--- config.mk ---
export PLATFORM = sky130hd
export DESIGN_NAME = irq_fanout_ctrl
export DESIGN_NICKNAME = d
export VERILOG_FILES = /design/src/rtl/irq_fanout_pkg.sv /design/src/rtl/irq_bank.sv /design/src/rtl/irq_rd_mux.sv /design/src/rtl/irq_fanout_ctrl.sv
export SDC_FILE = /design/constraint.sdc
export NUM_CORES = 1
export LEC_CHECK = 0
export CAP_MARGIN = 20
export CORE_AREA = 2 2 126 128
export CTS_BUF_LIST = sky130_fd_sc_hd__clkbuf_16
export CTS_CLUSTER_DIAMETER = 30
export DETAILED_ROUTE_END_ITERATION = 12
export DIE_AREA = 0 0 128 130
export PLACE_DENSITY = 0.81
export SETUP_SLACK_MARGIN = 0.05
export SLEW_MARGIN = 15
export SYNTH_ARGS = -nofsm -noshare
export SYNTH_HDL_FRONTEND = slang
export SYNTH_SLANG_ARGS = --single-unit
--- constraint.sdc ---
create_clock -name clk -period 2.3 [get_ports clk]
set_input_delay 0.345 -clock clk [delete_from_list [all_inputs] [get_ports clk]]
set_output_delay 0.345 -clock clk [all_outputs]
set_load 0.02 [all_outputs]
--- src/rtl/irq_fanout_pkg.sv ---
package irq_fanout_pkg;
    localparam int WORD_W = 32;
    localparam int OFF_W  = 3;  // fixed 8-word window per bank
    typedef logic [WORD_W-1:0] word_t;
endpackage

--- src/rtl/irq_bank.sv ---
module irq_bank
    import irq_fanout_pkg::*;
#(
    parameter int NUM_SRC = 64,
    localparam int NWORD  = NUM_SRC / WORD_W
) (
    input  logic               clk,
    input  logic               rst_n,
    input  logic               wr_en,
    input  logic [OFF_W-1:0]   wr_off,
    input  word_t              wr_data,
    input  logic [NUM_SRC-1:0] src_lvl,
    output logic [NUM_SRC-1:0] en_o,
    output logic [NUM_SRC-1:0] pend_o,
    output logic               irq_o
);
    typedef struct packed {
        logic [NUM_SRC-1:0] en;
        logic               irq;
    } bank_st_t;

    bank_st_t st_d, st_q;
    logic [NUM_SRC-1:0] pend;

    always_comb begin
        st_d     = st_q;
        pend     = src_lvl & st_q.en;
        st_d.irq = |pend;
        if (wr_en) begin
            for (int w = 0; w < NWORD; w++) begin
                if (wr_off == OFF_W'(w)) begin
                    st_d.en[w*WORD_W +: WORD_W] = wr_data;
                end
            end
        end
    end

    always_ff @(posedge clk or negedge rst_n) begin
        if (!rst_n) begin
            st_q <= '0;
        end else begin
            st_q <= st_d;
        end
    end

    assign en_o   = st_q.en;
    assign pend_o = pend;
    assign irq_o  = st_q.irq;
endmodule

--- src/rtl/irq_rd_mux.sv ---
module irq_rd_mux
    import irq_fanout_pkg::*;
#(
    parameter int NUM_SRC = 64,
    parameter int NUM_CPU = 2,
    parameter int BANK_W  = 2,
    localparam int NWORD  = NUM_SRC / WORD_W
) (
    input  logic [NUM_CPU-1:0][NUM_SRC-1:0] en_all,
    input  logic [NUM_CPU-1:0][NUM_SRC-1:0] pend_all,
    input  logic [BANK_W-1:0]               rd_bank,
    input  logic [OFF_W-1:0]                rd_off,
    output word_t                           rd_word
);
    always_comb begin
        rd_word = '0;
        for (int c = 0; c < NUM_CPU; c++) begin
            if (rd_bank == BANK_W'(c)) begin
                for (int w = 0; w < NWORD; w++) begin
                    if (rd_off == OFF_W'(w)) begin
                        rd_word = en_all[c][w*WORD_W +: WORD_W];
                    end
                    if (rd_off == OFF_W'(NWORD + w)) begin
                        rd_word = pend_all[c][w*WORD_W +: WORD_W];
                    end
                end
            end
        end
    end
endmodule

--- src/rtl/irq_fanout_ctrl.sv ---
module irq_fanout_ctrl
    import irq_fanout_pkg::*;
#(
    parameter int NUM_SRC = 64,
    parameter int NUM_CPU = 2,
    parameter int ADDR_W  = 5
) (
    input  logic               clk,
    input  logic               rst_n,
    input  logic               bus_wr,
    input  logic               bus_rd,
    input  logic [ADDR_W-1:0]  bus_addr,
    input  logic [31:0]        bus_wdata,
    output logic [31:0]        bus_rdata,
    input  logic [NUM_SRC-1:0] src_lvl,
    output logic [NUM_CPU-1:0] irq_out
);
    localparam int NWORD  = NUM_SRC / WORD_W;
    localparam int BANK_W = ADDR_W - OFF_W;

    typedef struct packed {
        word_t rdata;
    } top_st_t;

    top_st_t st_d, st_q;

    logic [BANK_W-1:0] a_bank;
    logic [OFF_W-1:0]  a_off;
    logic              a_en_off;
    logic [NUM_CPU-1:0][NUM_SRC-1:0] en_all, pend_all;
    word_t             rd_word;

    assign a_bank   = bus_addr[ADDR_W-1:OFF_W];
    assign a_off    = bus_addr[OFF_W-1:0];
    assign a_en_off = (a_off < OFF_W'(NWORD));

    for (genvar c = 0; c < NUM_CPU; c++) begin : g_bank
        logic wr_sel;
        assign wr_sel = bus_wr && a_en_off && (a_bank == BANK_W'(c));
        irq_bank #(.NUM_SRC(NUM_SRC)) bank_i (
            .clk     (clk),
            .rst_n   (rst_n),
            .wr_en   (wr_sel),
            .wr_off  (a_off),
            .wr_data (bus_wdata),
            .src_lvl (src_lvl),
            .en_o    (en_all[c]),
            .pend_o  (pend_all[c]),
            .irq_o   (irq_out[c])
        );
    end

    irq_rd_mux #(
        .NUM_SRC (NUM_SRC),
        .NUM_CPU (NUM_CPU),
        .BANK_W  (BANK_W)
    ) rd_mux_i (
        .en_all   (en_all),
        .pend_all (pend_all),
        .rd_bank  (a_bank),
        .rd_off   (a_off),
        .rd_word  (rd_word)
    );

    always_comb begin
        st_d = st_q;
        if (bus_rd) begin
            st_d.rdata = rd_word;
        end
    end

    always_ff @(posedge clk or negedge rst_n) begin
        if (!rst_n) begin
            st_q <= '0;
        end else begin
            st_q <= st_d;
        end
    end

    assign bus_rdata = st_q.rdata;
endmodule

After elaboration in Yosys (flattened, before gate mapping)
Index checks and enable logic that the tools add are counted.

Add/subtract/negate cells: 0. Multiply operators: 0. Divide/modulo/power cells: 0. Magnitude comparators: 1. Equality and inequality tests: 4. Shifts and indexed selects: 0. Mux-type cells: 10. Bitwise operators: 2. Reduce and logical (&&, ||, !) cells: 11.

Operator list (number): two-way mux 32 bit (10); bitwise AND 64 bit (2); OR reduction 64 bit (2); AND reduction 2 bit (4); == test 3 x 2 -> 1 bit, second input constant (2); == test 3 x 1 -> 1 bit, second input constant (1); logical AND 1 bit (3); zero test 3 bit (1); less-than comparator 3 x 2 -> 1 bit, second input constant (1); == test 2 x 1 -> 1 bit, second input constant (1); zero test 2 bit (1).

Flip-flop bits (word level): 162. Latch bits: 0. RAM bits: 0. ROM bits: 0. Output and inout port bits: 34. Logic and storage cells: 35. Memories: 0.

Longest topological paths before layout
Word-level depth: 11. Mapped depth: 6. Depth with buffers taken out: 4.

Cells and area by module
Synthesis repeated with hierarchy kept, for this count alone.

Cell total of the unflattened synthesis: 799. Area total of the unflattened synthesis: 9576.7 um^2.

By module, submodules not included: irq_bank (instances 2, cells each 229, area an instance 3035.4 um^2); irq_rd_mux (instances 1, cells each 270, area an instance 2139.6 um^2); irq_fanout_ctrl (instances 1, cells each 71, area an instance 1366.3 um^2).

Least setup slack after synthesis
OpenSTA, ideal clock, no wires.

Path type: input port to flip-flop. Start point: input bus_addr[3]. End point: register g_bank[0].bank_i.st_q, in the netlist g_bank[0].bank_i.en_o[34]. Arrival: 1.444 ns. Required time: 2.172 ns. Path slack: 0.728 ns. Stages on the path: 5. Cells stage by stage: buf_2 > nor4b_2 > nand3_1 > buf_2 > mux2_1.

Longest elaborated chain between the ends: 3.

RTL lines: start: declaration (RTL line irq_fanout_ctrl.sv:12) `input logic [ADDR_W-1:0] bus_addr,`; zero test 2 bit (RTL line irq_fanout_ctrl.sv:39) `assign wr_sel = bus_wr && a_en_off && (a_bank == BANK_W'(c));`; logical AND 1 bit (RTL line irq_fanout_ctrl.sv:39); AND reduction 2 bit (no line); end signal: assignment (RTL line irq_bank.sv:42) `st_q <= st_d;`; end: declaration (RTL line irq_bank.sv:22) `bank_st_t st_d, st_q;`.

No other way between the ends. A chain may end at the register's enable or synchronous reset.

==> reports/metrics.cfg <==
[layout]
fillerInstances = 1071
antenna-diode-count = 0
area_delta_synth_final_pct = 29.3
layoutNonFillerInstCount = 1039
drive_gt1_share_pct = 29.5
postLayoutCoreUtil_pct = 69.0
design_area_sq_um = 10600
finalNetCount = 939

[critical_path]
r2r-start = g_bank[1].bank_i.en_o[1]$_DFFE_PN0P_
crit_buf_inv = 1
max_stage_delay_ns = 0.50
r2r_slack_ns = 0.32
critPathKind = input pin to flip-flop
path_max_fanout = 3
cp.arrival_ns = 2.28
r2r_end = g_bank[1].bank_i.irq_o$_DFF_PN0_
cp-start-kind = input pin
cp-end-kind = flip-flop
crit_family = compound AO/OA/AOI/OAI gates
crit_chain = clkdlybuf4s50_1, a22o_1, a221oi_1, nand4_1, or4_1
cp_slowest_cell = clkdlybuf4s50_1
required_ns = 2.60
worstRegToRegCells = 4
crit_cells = 5

[place]
dp_cells = 1006
portBuffers = 138
post-place-ws_ns = -0.0353
gp_congestion = 0.910
placed_cell_area_sq_um = 10100
dp_hpwl_mm = 18.7

[cts]
clock_sinks = 162
cts.path.max_buffers = 2
cts_setup_buffers = 0
clk_latency_ns = 0.43
cts_buffers = 17
clockRootBuffer = clkbuf_16
htree_levels = 4
path_clk_slew_ns = 0.06
cts_resized = 0
cts_tree = yes

[route]
drt_first_pass_iters = 6
dr_total_vias = 6980
drc_errors = 0
wl_mm = 27.0
routedWlPerCell_microns = 26.0
ant_nets = 0
drtIter0Drc = 946
via_per_inst = 6.72

[synthesis]
synth_area_sq_um = 8230
synth_adder_area_share_pct = 0
ys_seq_area_share_pct = 49.2
avgSynthCellArea_sq_um = 12.2
synth_warnings = 0
syn-num-nets = 781
syn_inst = 676
synthSimpleGateAreaFrac_pct = 3.49
muxShareOfSynthArea_pct = 22.0
synth_top_family_by_area = multiplexers
synth_xor_area_share_pct = 0
synth.ff_latch_count = 162
synth_compound_area_share_pct = 19.6
synth.distinct_cells = 29

[power_and_ir_drop]
total_power_mw = 8.30
ir_drop_uv = 604
power_leakage_nw = 4.67
p_per_area_nw_per_um2 = 780

[timing]
setup_tns_ns = 0
holdWs_ns = 0.380
post-route-period-util_pct = 86.0
hold_viol = 0
maxSlewHeadroom_pct = 59.3
setup_viol = 0
maxSlewViolCount = 0
clock_skew_ns = 0.00574
fin_ws_ns = 0.321
worst_pin_slew_ns = 0.611
fin_crit_ns = 1.98
max_freq_ghz = 0.505
rsz0062_at_grt = false

[global_routing]
grt_pass1_wl_mm = 41.0
grt_overflow = 0
grt_start_max_net_pins = 96
antenna_found_initial = 0
track_usage_pct = 33.1
grt_pass1_vias = 7179

[floorplan]
core_sq_um = 15400
io_pins = 139
core.rowCount = 46
dieArea_sq_um = 16600
die_x_microns = 128
start_util_pct = 53.4
fp.dieH_microns = 130

[min_path]
hold_class = input pin to asynchronous set/reset pin

[run]
cap_violations = 0

[status]
outcome = finished clean

-- cells by family (layout without fill, tap and decap cells) --
family | after synthesis | in the layout
buffers and inverters | 109 | 280
flip-flops | 162 | 162
multiplexers | 161 | 161
AO/OA/AOI/OAI | 191 | 191
AND/OR/NAND/NOR | 53 | 53
-- layer usage --
layer / vias up / global-route usage, % / share of wire, %
li1: 2905 / - / -
met1: 3512 / 42.9 / 39
met2: 432 / 51.0 / 45
met3: 131 / 7.50 / 9.3
met4: 0 / 20.4 / 6.4
met5: - / 0 / 0
-- placed cells by master, fill, tap and decap left out, types with 2 or more instances in the layout --
| cell type | netlist | final |
|---|---|---|
| buf_4 | 3 | 38 |
| clkdlybuf4s50_1 | 0 | 134 |
| mux2_1 | 21 | 21 |
| buf_2 | 19 | 2 |
| a22o_1 | 32 | 32 |
| dfrtp_1 | 162 | 162 |
| nand4_1 | 8 | 8 |
| a221oi_2 | 29 | 29 |
| a31oi_1 | 32 | 32 |
| o21ai_1 | 29 | 29 |
| a221oi_1 | 34 | 34 |
| mux2_2 | 139 | 139 |
| clkbuf_16 | 0 | 17 |
| clkinv_1 | 0 | 3 |
| o21ai_0 | 3 | 3 |
| bufinv_16 | 0 | 2 |
| clkinv_2 | 0 | 4 |
| or4_1 | 2 | 2 |
| buf_12 | 0 | 9 |
| clkinvlp_4 | 0 | 2 |
| o211ai_1 | 32 | 32 |
| nor2_1 | 34 | 34 |
| inv_1 | 63 | 66 |
-- power by group --
group          switching, mW  leakage [nW]  internal, mW
Sequential             0.467          2.05          3.34
Combinational          0.812          2.34         0.977
Clock                   1.14         0.279          1.57
-- cells in the mapped netlist --
| cell type | count | share of area, % |
|---|---|---|
| a221oi_1 | 34 | 3.6 |
| nor4b_4 | 1 | 0.29 |
| o21ai_1 | 29 | 1.8 |
| inv_1 | 63 | 2.9 |
| buf_2 | 19 | 1.2 |
| nor3b_1 | 1 | 0.091 |
| nand3_2 | 1 | 0.12 |
| a22o_1 | 32 | 3.4 |
| a221oi_2 | 29 | 5.3 |
| nor3b_2 | 1 | 0.15 |
| nand4_1 | 8 | 0.61 |
| nand3_1 | 1 | 0.061 |
| or3_1 | 1 | 0.076 |
| nor2_1 | 34 | 1.5 |
| o21ai_0 | 3 | 0.18 |
| nor4b_2 | 1 | 0.18 |
| o211ai_1 | 32 | 2.9 |
| mux2i_1 | 1 | 0.12 |
| a31oi_1 | 32 | 2.4 |
| mux2_1 | 21 | 2.9 |
| buf_6 | 3 | 0.41 |
| buf_4 | 3 | 0.27 |
| mux2_2 | 139 | 19 |
| buf_1 | 3 | 0.14 |
| dfrtp_1 | 162 | 49 |
| nand3b_2 | 1 | 0.14 |
| nand2_1 | 1 | 0.046 |
| clkbuf_1 | 18 | 0.82 |
| or4_1 | 2 | 0.18 |
-- how the worst max path moves through the flow --
| stage | startpoint | to |
|---|---|---|
| after global placement | src_lvl[48] | g_bank[1].bank_i.irq_o$_DFF_PN0_ |
| after detailed placement | src_lvl[48] | g_bank[1].bank_i.irq_o$_DFF_PN0_ |
| after floorplan | bus_addr[3] | g_bank[0].bank_i.en_o[34]$_DFFE_PN0P_ |
| after CTS | src_lvl[48] | g_bank[1].bank_i.irq_o$_DFF_PN0_ |
| after global routing | g_bank[1].bank_i.en_o[48]$_DFFE_PN0P_ | g_bank[1].bank_i.irq_o$_DFF_PN0_ |
| final | src_lvl[1] | g_bank[1].bank_i.irq_o$_DFF_PN0_ |
-- cell type report --
| cell class | instances | area (sq um) | area share [%] |
|---|---|---|---|
| Tap cell | 192 | 240 | 2.26 |
| Timing Repair Buffer | 185 | 1840 | 17.3 |
| Sequential cell | 162 | 4050 | 38.1 |
| Clock buffer | 17 | 425 | 4.00 |
| Inverter | 63 | 236 | 2.22 |
| Clock inverter | 15 | 126 | 1.19 |
| Multi-Input combinational cell | 405 | 3720 | 35.0 |
-- registers in the layout, summed over array words and instances, names as in the netlist --
signal / count
bus_rdata: 32
g_bank.bank_i.irq_o: 2
g_bank.bank_i.en_o: 128
-- timing repair --
action                                 in CTS  in global routing
endpoints found under the hold margin      32                  0
setup endpoints to repair                   0                  0
hold buffers                                1                  0
Note: power is estimated with default switching activity, not from simulation.
